**src/rtl/clk_ratio_pkg.sv**
```systemverilog
package clk_ratio_pkg;

    // Code widths of the divider settings
    localparam int HB_CODE_W = 4;
    localparam int PB_CODE_W = 3;
    localparam int CV_CODE_W = 2;

    // High-speed bus ratio set: powers of two with one gap
    localparam int HB_CODES    = 9;   // codes 0..8 are defined
    localparam int HB_SKIP_LOG = 5;   // log2 of the missing ratio
    localparam int HB_MAX_LOG  = 9;   // log2 of the largest ratio

    // Peripheral bus ratio set
    localparam int PB_CODES   = 5;
    localparam int PB_MAX_LOG = 4;

    // Fixed tick ratio and converter limits
    localparam int TICK_DIV   = 8;
    localparam int CV_MAX_DIV = 8;

    // Number of peripheral bus branches
    localparam int NUM_PB = 2;

    // Counter widths hold the full ratio value
    localparam int HB_CNT_W   = HB_MAX_LOG + 1;
    localparam int PB_CNT_W   = PB_MAX_LOG + 1;
    localparam int TICK_CNT_W = $clog2(TICK_DIV) + 1;
    localparam int CV_CNT_W   = $clog2(CV_MAX_DIV) + 1;

    // Decoder variants
    typedef enum int {
        DEC_HBUS = 0,
        DEC_PBUS = 1,
        DEC_CONV = 2
    } dec_kind_e;

endpackage

```
**src/rtl/ratio_decoder.sv**
```systemverilog
module ratio_decoder
    import clk_ratio_pkg::*;
#(
    parameter dec_kind_e KIND   = DEC_HBUS,
    parameter int        CODE_W = 4,
    parameter int        CNT_W  = 10
) (
    input  logic [CODE_W-1:0] code_i,
    output logic [CNT_W-1:0]  ratio_o
);

    generate
        if (KIND == DEC_HBUS) begin : g_hbus
            // Powers of two, skipping 2**HB_SKIP_LOG; unused codes give 1
            always_comb begin
                int sh;
                sh = int'(code_i);
                if (sh < HB_SKIP_LOG) begin
                    ratio_o = CNT_W'(1) << sh;
                end else if (sh < HB_CODES) begin
                    ratio_o = CNT_W'(1) << (sh + 1);
                end else begin
                    ratio_o = CNT_W'(1);
                end
            end
        end else if (KIND == DEC_PBUS) begin : g_pbus
            // Plain powers of two; unused codes give 1
            always_comb begin
                int sh;
                sh = int'(code_i);
                if (sh < PB_CODES) begin
                    ratio_o = CNT_W'(1) << sh;
                end else begin
                    ratio_o = CNT_W'(1);
                end
            end
        end else begin : g_conv
            // Even ratios 2, 4, 6, 8 ...
            always_comb begin
                int r;
                r = 2 * (int'(code_i) + 1);
                ratio_o = CNT_W'(r);
            end
        end
    endgenerate

endmodule

```
**src/rtl/ratio_stage.sv**
```systemverilog
module ratio_stage #(
    parameter int CNT_W     = 4,
    parameter int RST_RATIO = 1
) (
    input  logic             clk_i,
    input  logic             rst_ni,
    input  logic             parent_stb_i,
    input  logic [CNT_W-1:0] ratio_i,
    output logic             stb_o,
    output logic             half_stb_o
);

    typedef struct packed {
        logic [CNT_W-1:0] cnt;
        logic [CNT_W-1:0] ratio;
    } stage_t;

    stage_t           st_d, st_q;
    logic             last_w;
    logic [CNT_W-1:0] next_ratio;

    always_comb begin
        // A zero ratio is not a legal setting; treat it as 1
        next_ratio = (ratio_i == '0) ? CNT_W'(1) : ratio_i;
        last_w     = (st_q.cnt >= st_q.ratio - CNT_W'(1));
        st_d       = st_q;
        if (parent_stb_i) begin
            if (last_w) begin
                // Period boundary: the new setting is taken only here
                st_d.cnt   = '0;
                st_d.ratio = next_ratio;
            end else begin
                st_d.cnt = st_q.cnt + CNT_W'(1);
            end
        end
    end

    always_ff @(posedge clk_i or negedge rst_ni) begin
        if (!rst_ni) begin
            st_q.cnt   <= '0;
            st_q.ratio <= CNT_W'(RST_RATIO);
        end else begin
            st_q <= st_d;
        end
    end

    assign stb_o      = parent_stb_i & (st_q.cnt == '0);
    assign half_stb_o = parent_stb_i & (st_q.ratio > CNT_W'(1))
                        & (st_q.cnt == (st_q.ratio >> 1));

endmodule

```
**src/rtl/bus_branch.sv**
```systemverilog
module bus_branch
    import clk_ratio_pkg::*;
#(
    parameter int CODE_W = 3,
    parameter int CNT_W  = 5
) (
    input  logic              clk_i,
    input  logic              rst_ni,
    input  logic              hb_stb_i,
    input  logic [CODE_W-1:0] code_i,
    output logic              bus_stb_o,
    output logic              tmr_stb_o
);

    logic [CNT_W-1:0] ratio_w;
    logic             half_w;

    ratio_decoder #(
        .KIND   (DEC_PBUS),
        .CODE_W (CODE_W),
        .CNT_W  (CNT_W)
    ) i_dec (
        .code_i  (code_i),
        .ratio_o (ratio_w)
    );

    ratio_stage #(
        .CNT_W     (CNT_W),
        .RST_RATIO (1)
    ) i_stage (
        .clk_i        (clk_i),
        .rst_ni       (rst_ni),
        .parent_stb_i (hb_stb_i),
        .ratio_i      (ratio_w),
        .stb_o        (bus_stb_o),
        .half_stb_o   (half_w)
    );

    // Timer runs at the bus rate for ratio 1, otherwise at twice the bus rate
    assign tmr_stb_o = bus_stb_o | half_w;

endmodule

```
**src/rtl/bus_clk_prescaler.sv**
```systemverilog
module bus_clk_prescaler
    import clk_ratio_pkg::*;
(
    input  logic                 clk_i,
    input  logic                 rst_ni,
    input  logic [HB_CODE_W-1:0] hb_div_i,
    input  logic [PB_CODE_W-1:0] pb1_div_i,
    input  logic [PB_CODE_W-1:0] pb2_div_i,
    input  logic [CV_CODE_W-1:0] cv_div_i,
    output logic                 hb_stb_o,
    output logic                 tick8_stb_o,
    output logic                 pb1_stb_o,
    output logic                 pb2_stb_o,
    output logic                 tmr1_stb_o,
    output logic                 tmr2_stb_o,
    output logic                 cv_stb_o
);

    logic [HB_CNT_W-1:0]   hb_ratio;
    logic [CV_CNT_W-1:0]   cv_ratio;
    logic                  hb_stb, hb_half, tick_half, cv_half;
    logic                  unused_half;
    logic [PB_CODE_W-1:0]  pb_code [NUM_PB];
    logic [NUM_PB-1:0]     pb_stb, tmr_stb;

    // High-speed bus stage, fed every system clock cycle
    ratio_decoder #(
        .KIND   (DEC_HBUS),
        .CODE_W (HB_CODE_W),
        .CNT_W  (HB_CNT_W)
    ) i_hb_dec (
        .code_i  (hb_div_i),
        .ratio_o (hb_ratio)
    );

    ratio_stage #(
        .CNT_W     (HB_CNT_W),
        .RST_RATIO (1)
    ) i_hb_stage (
        .clk_i        (clk_i),
        .rst_ni       (rst_ni),
        .parent_stb_i (1'b1),
        .ratio_i      (hb_ratio),
        .stb_o        (hb_stb),
        .half_stb_o   (hb_half)
    );

    // Fixed one-eighth tick
    logic tick_stb;
    ratio_stage #(
        .CNT_W     (TICK_CNT_W),
        .RST_RATIO (TICK_DIV)
    ) i_tick_stage (
        .clk_i        (clk_i),
        .rst_ni       (rst_ni),
        .parent_stb_i (hb_stb),
        .ratio_i      (TICK_CNT_W'(TICK_DIV)),
        .stb_o        (tick_stb),
        .half_stb_o   (tick_half)
    );

    // Peripheral bus branches
    assign pb_code[0] = pb1_div_i;
    assign pb_code[1] = pb2_div_i;

    generate
        for (genvar b = 0; b < NUM_PB; b++) begin : g_pb
            bus_branch #(
                .CODE_W (PB_CODE_W),
                .CNT_W  (PB_CNT_W)
            ) i_branch (
                .clk_i     (clk_i),
                .rst_ni    (rst_ni),
                .hb_stb_i  (hb_stb),
                .code_i    (pb_code[b]),
                .bus_stb_o (pb_stb[b]),
                .tmr_stb_o (tmr_stb[b])
            );
        end
    endgenerate

    // Converter stage hangs off peripheral bus 2
    ratio_decoder #(
        .KIND   (DEC_CONV),
        .CODE_W (CV_CODE_W),
        .CNT_W  (CV_CNT_W)
    ) i_cv_dec (
        .code_i  (cv_div_i),
        .ratio_o (cv_ratio)
    );

    logic cv_stb;
    ratio_stage #(
        .CNT_W     (CV_CNT_W),
        .RST_RATIO (2)
    ) i_cv_stage (
        .clk_i        (clk_i),
        .rst_ni       (rst_ni),
        .parent_stb_i (pb_stb[1]),
        .ratio_i      (cv_ratio),
        .stb_o        (cv_stb),
        .half_stb_o   (cv_half)
    );

    assign unused_half = hb_half ^ tick_half ^ cv_half;

    assign hb_stb_o    = hb_stb;
    assign tick8_stb_o = tick_stb;
    assign pb1_stb_o   = pb_stb[0];
    assign pb2_stb_o   = pb_stb[1];
    assign tmr1_stb_o  = tmr_stb[0];
    assign tmr2_stb_o  = tmr_stb[1];
    assign cv_stb_o    = cv_stb;

endmodule

```
**config.mk**
```make
export PLATFORM = sky130hd
export DESIGN_NAME = bus_clk_prescaler
export DESIGN_NICKNAME = d
export VERILOG_FILES = /design/src/rtl/clk_ratio_pkg.sv /design/src/rtl/ratio_decoder.sv /design/src/rtl/ratio_stage.sv /design/src/rtl/bus_branch.sv /design/src/rtl/bus_clk_prescaler.sv
export SDC_FILE = /design/constraint.sdc
export NUM_CORES = 1
export LEC_CHECK = 0
export ABC_AREA = 1
export CORE_UTILIZATION = 65
export DETAILED_ROUTE_END_ITERATION = 10
export DONT_BUFFER_PORTS = 1
export GPL_ROUTABILITY_DRIVEN = 0
export GPL_TIMING_DRIVEN = 0
export MAX_ROUTING_LAYER = met4
export PLACE_DENSITY = 0.81
export SYNTH_ARGS = -nofsm -noshare
export SYNTH_HDL_FRONTEND = slang
export SYNTH_HIERARCHICAL = 1
export SYNTH_SLANG_ARGS = --single-unit
export TNS_END_PERCENT = 20
```
**constraint.sdc**
```tcl
create_clock -name clk_i -period 3.1 [get_ports clk_i]
set_input_delay 0.155 -clock clk_i [delete_from_list [all_inputs] [get_ports clk_i]]
set_output_delay 0.155 -clock clk_i [all_outputs]
set_load 0.02 [all_outputs]
```
Word level (Yosys, flattened, before mapping)

Cells that the tools add are included.

RAM bits: 0
Bits in latches: 0
Register bits after elaboration: 52
Memories kept: 0
Bits of input ports: 14
Bits in read-only memories: 0

Multiply operators: 0
Reduce and logical (&&, ||, !) cells: 12
Shift-type cells: 4
Equality and inequality tests: 2
Div/mod/pow operators: 0
Bitwise logic cells: 10
Muxes and demuxes: 13
Add/sub/neg operators: 11
Order comparisons: 11

Operators by type and width:

| operator                | count |
|---|---|
| $mux W10                | 4 |
| $shl A1 B32 Y10 const A | 1 |
| $mux W5                 | 6 |
| $logic_not A10 Y1       | 2 |
| $logic_not A5 Y1        | 4 |
| $logic_not A4 Y1        | 3 |
| $mux W4                 | 3 |
| $add A10 B1 Y10 const B | 1 |
| $add A5 B1 Y5 const B   | 2 |
| $eq A5 B4 Y1            | 2 |
| $ge A10 B10 Y1          | 1 |
| $ge A5 B5 Y1            | 2 |
| $gt A5 B1 Y1 const B    | 2 |
| $shl A1 B3 Y5 const A   | 2 |
| $shl A1 B4 Y10 const A  | 1 |
| $sub A10 B1 Y10 const B | 1 |
| $sub A5 B1 Y5 const B   | 2 |
| $add A4 B1 Y4 const B   | 2 |
| $and A1 B1 Y1           | 8 |
| $lt A3 B3 Y1 const B    | 2 |
| $reduce_and A2 Y1       | 3 |
| $add A4 B1 Y5 const B   | 1 |
| $ge A4 B3 Y1 const B    | 1 |
| $ge A4 B4 Y1            | 1 |
| other kinds (5)         | 6 |

Longest topological paths before layout

Depth after elaboration: 6
Mapped depth: 17
Depth with buffers taken out: 16

Cells and area by module

Netlist, hierarchy kept.

By module, submodules not included:

| module                                     | seq. area each (um^2) | area an instance (um^2) | cells an instance | times used |
|---|---|---|---|---|
| ratio_stage (i_hb_stage)                   | 501.7                 | 1642.8                  | 234               | 1 |
| ratio_stage (g_pb[0].i_branch.i_stage ...) | 251.5                 | 809.5                   | 109               | 2 |
| ratio_stage (i_cv_stage ...)               | 201.4                 | 625.6                   | 75                | 2 |
| ratio_decoder (i_hb_dec)                   | 0.0                   | 196.4                   | 38                | 1 |
| ratio_decoder (g_pb[0].i_branch.i_dec ...) | 0.0                   | 55.1                    | 10                | 2 |
| ratio_decoder (i_cv_dec)                   | 0.0                   | 27.5                    | 4                 | 1 |
| bus_branch                                 | 0.0                   | 11.3                    | 3                 | 2 |
| bus_clk_prescaler                          | 0.0                   | 7.5                     | 2                 | 1 |

Least setup slack after synthesis

Ideal clock, no wire load.

Path kind: flip-flop to flip-flop
Start: register i_hb_stage/st_q[10] in the netlist's numbering
End: register i_cv_stage/st_q[7] in the netlist's numbering
Buffers on the path: 2
Setup time: 0.120 ns
Arrival: 3.205 ns
Cell stages (with the launch flop): 12
Slack: -0.225 ns
Period minus slack after synthesis: 3.325 ns
Cell sequence: dfrtp_1 > inv_1 > ha_1 > nand4_1 > nor4_1 > buf_4 > nand2_1 > nor2_1 > buf_6 > nand4_4 > xor2_1 > nor2_2

Cells in the longest elaborated chain, start to end: 2

Ends and longest elaborated chain:

| what                   | line                    | text |
|---|---|---|
| from (decl)            | ratio_stage.sv:18       | `stage_t st_d, st_q;` |
| from (signal assigned) | ratio_stage.sv:43       | `st_q <= st_d;` |
| $logic_not A10 Y1      | ratio_stage.sv:47       | `assign stb_o = parent_stb_i & (st_q.cnt == '0);` |
| named net hb_stb_o     | bus_clk_prescaler.sv:10 | `output logic hb_stb_o,` |
| $and A1 B1 Y1          | ratio_stage.sv:47       |  |
| named net pb2_stb_o    | bus_clk_prescaler.sv:13 | `output logic pb2_stb_o,` |
| to (signal assigned)   | ratio_stage.sv:43       |  |
| to (decl)              | ratio_stage.sv:18       |  |

The timed path passes the listed nets, and every way through them passes these cells.
A chain may end at the register's enable or synchronous reset.

Worst setup path in the final report

Start: register i_hb_stage/st_q[10] in the netlist's numbering
End: output cv_stb_o

Cells in the longest elaborated chain, start to end: 3

Ends and longest elaborated chain:

| what                | line                    | text |
|---|---|---|
| $logic_not A10 Y1   | ratio_stage.sv:47       |  |
| named net hb_stb_o  | bus_clk_prescaler.sv:10 |  |
| $and A1 B1 Y1       | ratio_stage.sv:47       |  |
| named net pb2_stb_o | bus_clk_prescaler.sv:13 |  |
| $and A1 B1 Y1       | ratio_stage.sv:47       |  |
| to (decl)           | bus_clk_prescaler.sv:16 | `output logic cv_stb_o` |

The timed path passes the listed nets, and every way through them passes these cells.

==> metrics <==
CTS HTree Levels=2; final hold viol count=0; final hold slack=0.0168 ns; Worst-Skew Late Latency=0.31 ns; maxcap violations=0; vias in the first global route=3,512; PwrDens=887 nW/um^2; share of cells above drive strength 1=13.4%; Fill cells=573; area of the multi-input gates=2770 sq um; Worst-path clk slew=0.10 ns; most common cell after layout, fill and taps aside=nand2_1; Pleak=2.67 nW; CTS sink count=56; post-DP HPWL=6740 um; Arr. time, crit path=2.82 ns; Nets=711; CTS buffer count=5; Chip Width=86.5 um; Mapped Cells=634; I/O Pins=21; Setup WS pre-CTS=-0.457 ns; Total GRT Usage=25.9%; setup violators final=0; postcts setup bufs=0; total wire length=8680 um; wire per inst=11.6 um; Final Skew=0.00703 ns; n_diodes=0; GRT overflow=0; Buffers on Ports=0; CP Max Fanout=8; Pre-antenna DRT Iters=5; Slew Limit Fails=0; FMAX=0.336 GHz; relative slew slack=52.1%; vias=3,863; Root Driver=clkbuf_8; Final Cycle Share=95.9%; first-pass GRT wire length=15,000 um; maximum vdd drop=722 uV; Crit. End Element=output pin; PnR worst setup slack=0.127 ns; DRC viols=0; CP Data Required Time=2.94 ns; yosys warns=6; CTS max path bufs=2; post-route cell area=4950 sq um; starting density of the core=68.0%; status=finished, final reports clean; drt via density=5.18; min cycle time layout=2.97 ns; DR iter-0 viols=169; Die Footprint=7490 sq um; post-route ant nets=0; row count=30; largest net degree at the start of global routing=57; worst hold path class=in -> reg; Seq. cell area=1410 sq um; RSZ-0062 raised after global routing=true; Final Util=72.5%; Die H=86.5 um; Worst Setup Path Type=reg -> out; Worst Max-Slew Pin Slew=0.714 ns; area post-placement=4790 sq um; clock tree from TritonCTS=built; Syn Area/Cell=7.32 sq um; Core Region=6830 sq um; most frequent cells in the layout=165 x nand2_1, 99 x inv_1, 54 x nand3_1; Syn-to-layout area delta=6.68%; number of antenna violations at the first check in global routing=0; startpoint types=flop; Post-Syn Area=4640 sq um
sequential cells by signal (all words and copies together) (netlist names):
register	cells
i_hb_stage/st_q	20
i_cv_stage/st_q	8
i_tick_stage/st_q	8
g_pb.i_branch/i_stage/st_q	20
layer usage:
layer  track usage [%]  wire (um)  vias to the layer above
met3              3.24        209                       13
met5                 -          0                        -
met4              8.79        175                        0
met1              30.5       3910                     1789
met2              45.8       4390                       47
li1                  -          -                     2014
area by class of cell:
type,count,area share (%)
clock buffers,7,1.74
plain buffers,12,1.94
well taps,96,2.42
flip-flops and latches,56,28.4
repair buffers,2,0.758
multi-input cells,459,56.0
inverters,113,8.56
clock inverters,1,0.152
path summary, 6_finish.rpt:
check | start | endpoint | slack (ns) | cells past startpoint
min | pb2_div_i[1] | g_pb[1].i_branch/i_stage/st_q[4] | 0.02 | 3
min in group asynchronous | rst_ni | i_hb_stage/st_q[10] | 0.35 | 2
max | i_hb_stage/st_q[10] | cv_stb_o | 0.13 | 9
max in group asynchronous | rst_ni | i_hb_stage/st_q[0] | 2.43 | 2
max reg2reg | i_hb_stage/st_q[10] | i_cv_stage/st_q[7] | 0.27 | 11
min reg2reg | g_pb[0].i_branch/i_stage/st_q[0] | g_pb[0].i_branch/i_stage/st_q[0] | 0.48 | 2
power breakdown:
part           switching, mW  total, mW  internal (mW)  leakage [nW]
sequential             0.288       1.26          0.972         0.701
clock                  0.231      0.413          0.182        0.0445
combinational           1.67       2.72           1.05          1.93
total                   2.19       4.39           2.20          2.67
stage by stage:
stage	cells	setup TNS [ns]	power (mW)
4_1_cts	746	0	4.41
6_report	746	0	4.39
3_3_place_gp	736	-2.84	3.81
3_5_place_dp	736	-3.02	3.94
2_1_floorplan	640	0	3.41
5_1_grt	746	-0.0235	4.89
critical path, stage by stage (launching register included):
cell and delay, ns:
dfrtp_1 0.43, inv_1 0.13, ha_1 0.18, nand4_1 0.17, nor4_4 0.65, buf_6 0.22
nand2_1 0.10, nor2_4 0.29, nand2_1 0.14, nor2_4 0.19
repair_timing:
item                                    4_1_cts  5_1_grt
hold buffers                                  2        0
hold endpoints to repair                     56        0
pin swaps                                     1        2
endpoints found under the setup margin       12        1
resized for setup                             3        4
Power figures use the tool's default switching activity.
